**config.mk**
```make
export PLATFORM = sky130hd
export DESIGN_NAME = cmd_queue_engine
export DESIGN_NICKNAME = d
export VERILOG_FILES = /design/src/rtl/cqe_pkg.sv /design/src/rtl/cqe_fifo.sv /design/src/rtl/cqe_sequencer.sv /design/src/rtl/cmd_queue_engine.sv
export SDC_FILE = /design/constraint.sdc
export NUM_CORES = 1
export LEC_CHECK = 0
export ABC_AREA = 1
export BUFFER_PORTS_ARGS = -buffer_cell sky130_fd_sc_hd__buf_4
export CAP_MARGIN = 20
export CORE_ASPECT_RATIO = 0.9
export CORE_MARGIN = 2
export CORE_UTILIZATION = 65
export CTS_CLUSTER_DIAMETER = 60
export CTS_CLUSTER_SIZE = 20
export DETAILED_ROUTE_END_ITERATION = 10
export GPL_TIMING_DRIVEN = 0
export PLACE_DENSITY_LB_ADDON = 0.08
export SLEW_MARGIN = 20
export SYNTH_ARGS = -nofsm -noshare
export SYNTH_HDL_FRONTEND = slang
export SYNTH_SLANG_ARGS = --single-unit
```
**constraint.sdc**
```tcl
create_clock -name clk -period 5.45 [get_ports clk]
set_input_delay 0.2725 -clock clk [delete_from_list [all_inputs] [get_ports clk]]
set_output_delay 0.2725 -clock clk [all_outputs]
set_load 0.005 [all_outputs]
```
**src/rtl/cqe_pkg.sv**
```systemverilog
package cqe_pkg;
  localparam int REG_AW = 12;
  localparam logic [REG_AW-1:0] OFS_WR_CMD = 12'h300;
  localparam logic [REG_AW-1:0] OFS_RD_CMD = 12'h304;
  localparam logic [REG_AW-1:0] OFS_FLUSH  = 12'h308;
  localparam logic [REG_AW-1:0] OFS_STATUS = 12'h30C;
  localparam logic [REG_AW-1:0] OFS_RETRY  = 12'h314;
  localparam logic [REG_AW-1:0] OFS_RDDATA = 12'h318;
  localparam logic [3:0] SPECIAL_TAG = 4'hF;
  localparam int MAX_RD_BYTES = 15;

  typedef struct packed {
    logic [7:0]  payload;
    logic [3:0]  dev;
    logic [3:0]  tag;
    logic [15:0] regaddr;
  } cmd_word_t;

  typedef struct packed {
    logic      is_rd;
    cmd_word_t w;
  } cmd_entry_t;

  function automatic logic [3:0] clip_len(input logic [7:0] n);
    return (n > 8'(MAX_RD_BYTES)) ? 4'(MAX_RD_BYTES) : n[3:0];
  endfunction

  function automatic logic [15:0] byte_addr(input logic [15:0] base, input logic [3:0] idx);
    return base + 16'(idx);
  endfunction

  function automatic logic budget_spent(input logic [3:0] tries, input logic [3:0] limit);
    return tries >= limit;
  endfunction
endpackage

```
**src/rtl/cqe_fifo.sv**
```systemverilog
module cqe_fifo #(
  parameter int W     = 8,
  parameter int DEPTH = 16,
  localparam int AW   = (DEPTH > 1) ? $clog2(DEPTH) : 1,
  localparam int CW   = $clog2(DEPTH + 1)
) (
  input  logic          clk,
  input  logic          rst_n,
  input  logic          flush,
  input  logic          push,
  input  logic [W-1:0]  din,
  input  logic          pop,
  output logic [W-1:0]  dout,
  output logic [CW-1:0] count,
  output logic          full,
  output logic          empty
);
  logic [W-1:0]  mem [DEPTH];
  logic [AW-1:0] wptr, rptr;
  logic          do_push, do_pop;

  assign full    = (count == CW'(DEPTH));
  assign empty   = (count == '0);
  assign do_push = push && !full;
  assign do_pop  = pop && !empty;
  assign dout    = mem[rptr];

  function automatic logic [AW-1:0] nxt(input logic [AW-1:0] p);
    return (p == AW'(DEPTH - 1)) ? '0 : p + AW'(1);
  endfunction

  always_ff @(posedge clk or negedge rst_n) begin
    if (!rst_n) begin
      wptr  <= '0;
      rptr  <= '0;
      count <= '0;
    end else if (flush) begin
      wptr  <= '0;
      rptr  <= '0;
      count <= '0;
    end else begin
      if (do_push) wptr <= nxt(wptr);
      if (do_pop)  rptr <= nxt(rptr);
      count <= count + CW'(do_push) - CW'(do_pop);
    end
  end

  always_ff @(posedge clk) begin
    if (do_push) mem[wptr] <= din;
  end


  level_bound_chk: assert property (@(posedge clk) disable iff (!rst_n)
    count <= CW'(DEPTH));

  no_overflow_chk: assert property (@(posedge clk) disable iff (!rst_n)
    (push && full && !pop && !flush) |=> (count == CW'(DEPTH)));
endmodule

```
**src/rtl/cqe_sequencer.sv**
```systemverilog
module cqe_sequencer
  import cqe_pkg::*;
(
  input  logic        clk,
  input  logic        rst_n,
  input  logic        q_empty,
  input  cmd_entry_t  q_head,
  output logic        q_pop,
  input  logic [3:0]  retry_lim,
  input  logic        flush,
  input  logic        rd_space,
  output logic        rd_push,
  output logic [7:0]  rd_byte,
  output logic        bus_req,
  output logic        bus_is_rd,
  output logic [3:0]  bus_dev,
  output logic [15:0] bus_reg,
  output logic [7:0]  bus_wdata,
  input  logic        bus_done,
  input  logic        bus_ack,
  input  logic [7:0]  bus_rdata,
  output logic        evt_finished,
  output logic        evt_error,
  output logic        halted,
  output logic        busy
);
  typedef enum logic [1:0] {S_IDLE, S_GAP, S_ISSUE} st_t;
  st_t        st;
  cmd_entry_t cur;
  logic [3:0] idx, tries, len_c;
  logic       last_byte, start, gap_go, gap_empty_done;
  logic       hit_ack, hit_nack, give_up, complete;

  assign len_c          = cur.is_rd ? clip_len(cur.w.payload) : 4'd1;
  assign last_byte      = ({1'b0, idx} + 5'd1) == {1'b0, len_c};
  assign start          = (st == S_IDLE) && !q_empty && !halted;
  assign q_pop          = start;
  assign gap_empty_done = (st == S_GAP) && (idx == len_c);
  assign gap_go         = (st == S_GAP) && (idx != len_c) && (!cur.is_rd || rd_space);
  assign hit_ack        = (st == S_ISSUE) && bus_done && bus_ack;
  assign hit_nack       = (st == S_ISSUE) && bus_done && !bus_ack;
  assign give_up        = hit_nack && budget_spent(tries, retry_lim);
  assign complete       = (hit_ack && last_byte) || gap_empty_done;

  assign bus_req   = (st == S_ISSUE);
  assign bus_is_rd = cur.is_rd;
  assign bus_dev   = cur.w.dev;
  assign bus_reg   = byte_addr(cur.w.regaddr, idx);
  assign bus_wdata = cur.w.payload;
  assign rd_push   = hit_ack && cur.is_rd;
  assign rd_byte   = bus_rdata;
  assign busy      = (st != S_IDLE);

  always_ff @(posedge clk or negedge rst_n) begin
    if (!rst_n) begin
      st           <= S_IDLE;
      cur          <= '0;
      idx          <= '0;
      tries        <= '0;
      evt_finished <= 1'b0;
      evt_error    <= 1'b0;
      halted       <= 1'b0;
    end else begin
      evt_finished <= complete && (cur.w.tag == SPECIAL_TAG);
      evt_error    <= give_up;
      if (flush)        halted <= 1'b0;
      else if (give_up) halted <= 1'b1;
      unique case (st)
        S_IDLE: if (start) begin
          cur   <= q_head;
          idx   <= '0;
          tries <= '0;
          st    <= S_GAP;
        end
        S_GAP: begin
          if (gap_empty_done) st <= S_IDLE;
          else if (gap_go)    st <= S_ISSUE;
        end
        S_ISSUE: if (bus_done) begin
          if (bus_ack) begin
            tries <= '0;
            if (last_byte) st <= S_IDLE;
            else begin
              idx <= idx + 4'd1;
              st  <= S_GAP;
            end
          end else if (give_up) begin
            st <= S_IDLE;
          end else begin
            tries <= tries + 4'd1;
            st    <= S_GAP;
          end
        end
        default: st <= S_IDLE;
      endcase
    end
  end


  req_hold_chk: assert property (@(posedge clk) disable iff (!rst_n)
    (bus_req && !bus_done) |=> (bus_req && $stable(bus_reg) && $stable(bus_dev)));

  req_gap_chk: assert property (@(posedge clk) disable iff (!rst_n)
    (bus_req && bus_done) |=> !bus_req);

  rd_space_chk: assert property (@(posedge clk) disable iff (!rst_n)
    rd_push |-> rd_space);

  halt_quiet_chk: assert property (@(posedge clk) disable iff (!rst_n)
    halted |-> !q_pop);

  fin_tag_chk: assert property (@(posedge clk) disable iff (!rst_n)
    evt_finished |-> (cur.w.tag == SPECIAL_TAG));

  err_budget_chk: assert property (@(posedge clk) disable iff (!rst_n)
    evt_error |-> (tries >= retry_lim));
endmodule

```
**src/rtl/cmd_queue_engine.sv**
```systemverilog
module cmd_queue_engine
  import cqe_pkg::*;
#(
  parameter int CMD_DEPTH   = 8,
  parameter int RD_DEPTH    = 16,
  parameter int RETRY_RESET = 7,
  localparam int CCW        = $clog2(CMD_DEPTH + 1),
  localparam int RCW        = $clog2(RD_DEPTH + 1)
) (
  input  logic              clk,
  input  logic              rst_n,
  input  logic              reg_wr,
  input  logic              reg_rd,
  input  logic [REG_AW-1:0] reg_addr,
  input  logic [31:0]       reg_wdata,
  output logic [31:0]       reg_rdata,
  output logic              bus_req,
  output logic              bus_is_rd,
  output logic [3:0]        bus_dev,
  output logic [15:0]       bus_reg,
  output logic [7:0]        bus_wdata,
  input  logic              bus_done,
  input  logic              bus_ack,
  input  logic [7:0]        bus_rdata,
  output logic              evt_finished,
  output logic              evt_error
);
  logic       hit_wr, hit_rd, flush_req, hit_retry, pop_rd;
  cmd_entry_t q_in, q_head;
  logic       q_pop, q_full, q_empty;
  logic [CCW-1:0] q_count;
  logic       rd_push, rd_full, rd_empty;
  logic [7:0] rd_byte, rd_dout;
  logic [RCW-1:0] rd_count;
  logic [3:0] retry_q;
  logic       halted, busy;

  assign hit_wr    = reg_wr && (reg_addr == OFS_WR_CMD);
  assign hit_rd    = reg_wr && (reg_addr == OFS_RD_CMD);
  assign flush_req = reg_wr && (reg_addr == OFS_FLUSH) && reg_wdata[0];
  assign hit_retry = reg_wr && (reg_addr == OFS_RETRY);
  assign pop_rd    = reg_rd && (reg_addr == OFS_RDDATA);
  assign q_in      = '{is_rd: hit_rd, w: cmd_word_t'(reg_wdata)};

  always_ff @(posedge clk or negedge rst_n) begin
    if (!rst_n)         retry_q <= 4'(RETRY_RESET);
    else if (hit_retry) retry_q <= reg_wdata[3:0];
  end

  cqe_fifo #(.W($bits(cmd_entry_t)), .DEPTH(CMD_DEPTH)) u_cmdq (
    .clk(clk), .rst_n(rst_n), .flush(flush_req), .push(hit_wr || hit_rd),
    .din(q_in), .pop(q_pop), .dout(q_head), .count(q_count),
    .full(q_full), .empty(q_empty));

  cqe_fifo #(.W(8), .DEPTH(RD_DEPTH)) u_rdq (
    .clk(clk), .rst_n(rst_n), .flush(1'b0), .push(rd_push),
    .din(rd_byte), .pop(pop_rd), .dout(rd_dout), .count(rd_count),
    .full(rd_full), .empty(rd_empty));

  cqe_sequencer u_seq (
    .clk(clk), .rst_n(rst_n), .q_empty(q_empty), .q_head(q_head), .q_pop(q_pop),
    .retry_lim(retry_q), .flush(flush_req), .rd_space(!rd_full),
    .rd_push(rd_push), .rd_byte(rd_byte),
    .bus_req(bus_req), .bus_is_rd(bus_is_rd), .bus_dev(bus_dev), .bus_reg(bus_reg),
    .bus_wdata(bus_wdata), .bus_done(bus_done), .bus_ack(bus_ack), .bus_rdata(bus_rdata),
    .evt_finished(evt_finished), .evt_error(evt_error), .halted(halted), .busy(busy));

  always_comb begin
    reg_rdata = '0;
    if (reg_rd) begin
      unique case (reg_addr)
        OFS_STATUS: reg_rdata = {14'd0, busy, halted, 8'(rd_count), 8'(q_count)};
        OFS_RETRY:  reg_rdata = {28'd0, retry_q};
        OFS_RDDATA: reg_rdata = {24'd0, rd_empty ? 8'd0 : rd_dout};
        default:    reg_rdata = '0;
      endcase
    end
  end


  flush_clear_chk: assert property (@(posedge clk) disable iff (!rst_n)
    flush_req |=> (q_count == '0) && !halted);

  err_halt_chk: assert property (@(posedge clk) disable iff (!rst_n)
    (evt_error && !$past(flush_req)) |-> halted);

  rd_empty_zero_chk: assert property (@(posedge clk) disable iff (!rst_n)
    (pop_rd && rd_empty) |-> (reg_rdata == 32'd0));
endmodule

```
==> results by group <==
Yosys
  – Yosys top cell area share: 59.4%
  – Dominant synthesized flop cell: edfxtp_1
  – Register bit total from synthesis: around 470
  – Number of flops mapped to enable cells by yosys: ~390
  – Syn Area/Cell: 12.5 µm²
  – Most frequent cell after synthesis: edfxtp_1
  – Post-Synthesis Cell Area: 19800 µm²
  – Synth cell count leaders: edfxtp_1, nand2_1, nor2_1
  – Cells after Synth: 1585
  – Top cells by area, synth: edfxtp_1, dfrtp_1, nand2_1
  – Synth cell types: 48
  – Yosys top cell by area: edfxtp_1
  – Async S/R FF share, synth: 15.7%
  – Register area share after synthesis: between 60 and 70%
  – Ys Warns: 0

Pwr
  – Sequential Power Share: 53.3%
  – Clock power share: about 36%
  – Pwr Total: ~7.4 mW
  – PwrDens: approximately 320 nW/µm²
  – Psw: 1.78 mW
  – Leak: about 9.1 nW
  – Pint: 5.62 mW
  – Logic gate share of total power: between 10% and 20%
  – Sw Ratio: roughly a quarter
  – Peak VDD IR: 0.000304 V

Routing
  – DRT iter0 DRCs: between 1500 and 2000
  – TritonRoute pass-1 iters: 6
  – Met2 wire len: about 23 mm
  – DRC: 0
  – ANT nets after route: 0
  – Met1 wire length: a little over 20 mm
  – Routed vias/inst: ~6
  – Routed len/inst: between 20 and 25 µm
  – Vias: roughly 14000
  – Max Used Layer: met4
  – DRT Wirelength: 49.7 mm
  – Met3 wire length: 5.26 mm

Timing
  – Worst Tran Pin Value: between 0.9 and 1 ns
  – RSZ-0062 raised after global routing: no
  – Final Cycle Share: 59.7%
  – Fin worst setup slack: 2.19 ns
  – Fmax: a little over 300 MHz
  – Slew Limit Fails: 0
  – Final Setup Violations: 0
  – Final hold vios: 0
  – Clock skew: between 0.02 and 0.03 ns
  – Setup TNS: 0 ns
  – Tmin final: 3.26 ns
  – Relative slew slack: 33.5%

Floorplanning
  – Num ports: between 100 and 150
  – Die height: about 170 µm
  – Core footprint: 30000 µm²
  – Die Width: between 150 and 200 µm
  – DIE AREA: between 30000 and 40000 µm²
  – Initial core utilization: 66.1%
  – Num rows: 60

Clock tree
  – Worst-path clk slew: ~0.08 ns
  – Clk_lat worst skew: ~0.54 ns
  – Num CTS Buffers: 35
  – CTS tree: yes
  – Clk sinks: roughly 470
  – Root buf cell: clkbuf_16
  – CTS Buffer Depth: 3
  – Post-CTS setup buffer count: 0
  – CTS H-tree lvls: 2

Worst setup path
  – Worst setup path end: bus_reg[14]
  – Critical Path RT: 5.18 ns
  – Worst Setup End Kind: output pin
  – CP Max Fanout: 7
  – Most Frequent Cell on Critical Path: nand4_1
  – Startpoint Class: flip-flop
  – R2R setup slack: around 2.7 ns
  – Setup CP Type: flip-flop to output pin
  – Cells along the critical path: ha_1, inv_1, fa_1, o21ai_2, nand4_1, nor2_1, nand4_1, xor2_1, buf_4
  – Crit. Startpoint: u_seq.idx[0]
  – Reg2reg end: u_cmdq.mem[0][9]
  – Reg2reg start: u_cmdq.count[2]
  – CP arrival: between 2 and 3 ns
  – Largest stage delay, worst path: about 0.57 ns
  – Critical path's slowest cell: dfrtp_1
  – R2r worst-path depth: 9

Place
  – Pre-CTS WS: roughly 2.6 ns
  – Detail Placement HPWL: 34.3 mm
  – Buffers on Ports: about 100
  – Placer Congestion: 0.885
  – Cell Area, Placed: 21500 µm²

Global routing
  – GRT Total Usage: 31.4%
  – Initial antenna violation count: 0
  – First-pass GRT wire length: roughly 75 mm
  – Vias in the first global route: between 10000 and 15000
  – Largest net degree at the start of global routing: 74
  – Gr ovfl total: 0

Finish
  – Nets: 1897
  – Share of layout cells above drive strength 1: ~17%
  – Area grow syn2layout: 16.1%
  – Final cell area excluding filler cells: about 23000 µm²

Flow run
  – Max-cap violations: 0

Hold path
  – HP Class: input port to flip-flop

Outcome
  – Status: complete, no violations
## area by class of cell
type                            instances  area [µm²]
Inverter                              104         390
Clock buffer                           47         983
Tap cell                              403         504
Antenna cell                            1        2.50
Buffer                                104         584
Timing Repair Buffer                  167        1380
Multi-Input combinational cell        928        5330
Clock inverter                         16         204
Fill cell                            1875        6970
Sequential cell                       465       13600
## how the worst min path moves through the flow
stage,end,slack (ns),cells past startpoint,start
3_5_place_dp,u_seq.bus_dev[0],0.48,2,u_seq.bus_dev[0]
3_3_place_gp,u_seq.cur[19],0.46,2,u_seq.cur[19]
4_1_cts,u_cmdq.mem[5][2],0.004,1,reg_wdata[2]
6_report,u_cmdq.mem[5][2],0.02,1,reg_wdata[2]
2_1_floorplan,retry_q[3],-0.02,0,rst_n
5_1_grt,u_cmdq.mem[7][2],0.008,1,reg_wdata[2]
## cells in the final DEF (no fill, tap or decap), drive strengths merged, types with 11 or more instances in the layout
cell type	n
buf	218
nand3	98
edfxtp	392
mux2i	58
nand4	20
dfrtp	70
clkbuf	71
a21oi	30
o22ai	22
o221ai	53
nand2	190
conb	17
dlygate4sd3	29
o21ai	137
xor2	19
inv	106
ha	31
nor3	23
nor2	187
o211ai	11
## routing by layer
metal | global-route usage [%] | vias to the layer above
met5 | 0 | -
met4 | 9.93 | 0
met3 | 6.60 | 107
met2 | 48.5 | 758
met1 | 45.5 | 6672
li1 | - | 6121
## per-stage QoR
step | hold WS, ns | utilization, % | cells
after global placement | 0.463 | 70.6 | 2108
after floorplan | -0.0231 | - | 1601
after detailed placement | 0.478 | 71.8 | 2142
after global routing | 0.00799 | 76.7 | 2234
after CTS | 0.00384 | 76.7 | 2234
final | 0.0234 | 76.7 | 2235
## what timing repair did
item	4_1_cts	5_1_grt
resized for setup	0	0
endpoints found under the hold margin	294	0
hold buffers	29	0
## cell families after synthesis
kind of cell	count (synthesis)	synth area share, %
xor+xnor	23	1.06
flops	465	68.7
buf+inv	208	4.92
other cells	1	0.0189
simple gates	523	11.6
fa+ha+maj	34	2.26
mux	59	2.99
compound gates	272	8.47
## critical path, delay by kind of cell, from the launching register on
| kind | cells | cell delay [ns] |
|---|---|---|
| flops | 1 | 0.57 |
| fa+ha+maj | 2 | 0.68 |
| compound gates | 1 | 0.25 |
| xor+xnor | 1 | 0.21 |
| buf+inv | 2 | 0.21 |
| simple gates | 3 | 0.53 |
## sequential cells by signal, indices dropped and copies added, names as in the netlist
| signal | cells |
|---|---|
| u_rdq.mem | 128 |
| u_cmdq.wptr | 3 |
| u_seq.bus_is_rd | 1 |
| u_seq.st | 2 |
| u_cmdq.mem | 264 |
| u_seq.idx | 4 |
| u_seq.cur | 20 |
| u_seq.evt_finished | 1 |
| retry_q | 4 |
| u_seq.bus_dev | 4 |
| u_seq.evt_error | 1 |
| u_seq.tries | 4 |
| u_rdq.rptr | 4 |
| u_cmdq.rptr | 3 |
| u_cmdq.count | 4 |
| u_seq.bus_wdata | 8 |
| u_rdq.count | 5 |
| u_seq.halted | 1 |
| u_rdq.wptr | 4 |
## power by group through the flow
| stage | Clock, mW | Combinational, mW | Sequential, mW |
|---|---|---|---|
| 2_1_floorplan | 0 | 0.470 | 4.02 |
| 6_report | 2.69 | 0.768 | 3.95 |
| 5_1_grt | 2.83 | 0.840 | 3.95 |
| 3_3_place_gp | 0 | 0.711 | 4.02 |
| 3_5_place_dp | 0 | 0.739 | 4.03 |
| 4_1_cts | 2.70 | 0.759 | 3.95 |
Note: power is estimated with default switching activity, not from simulation.
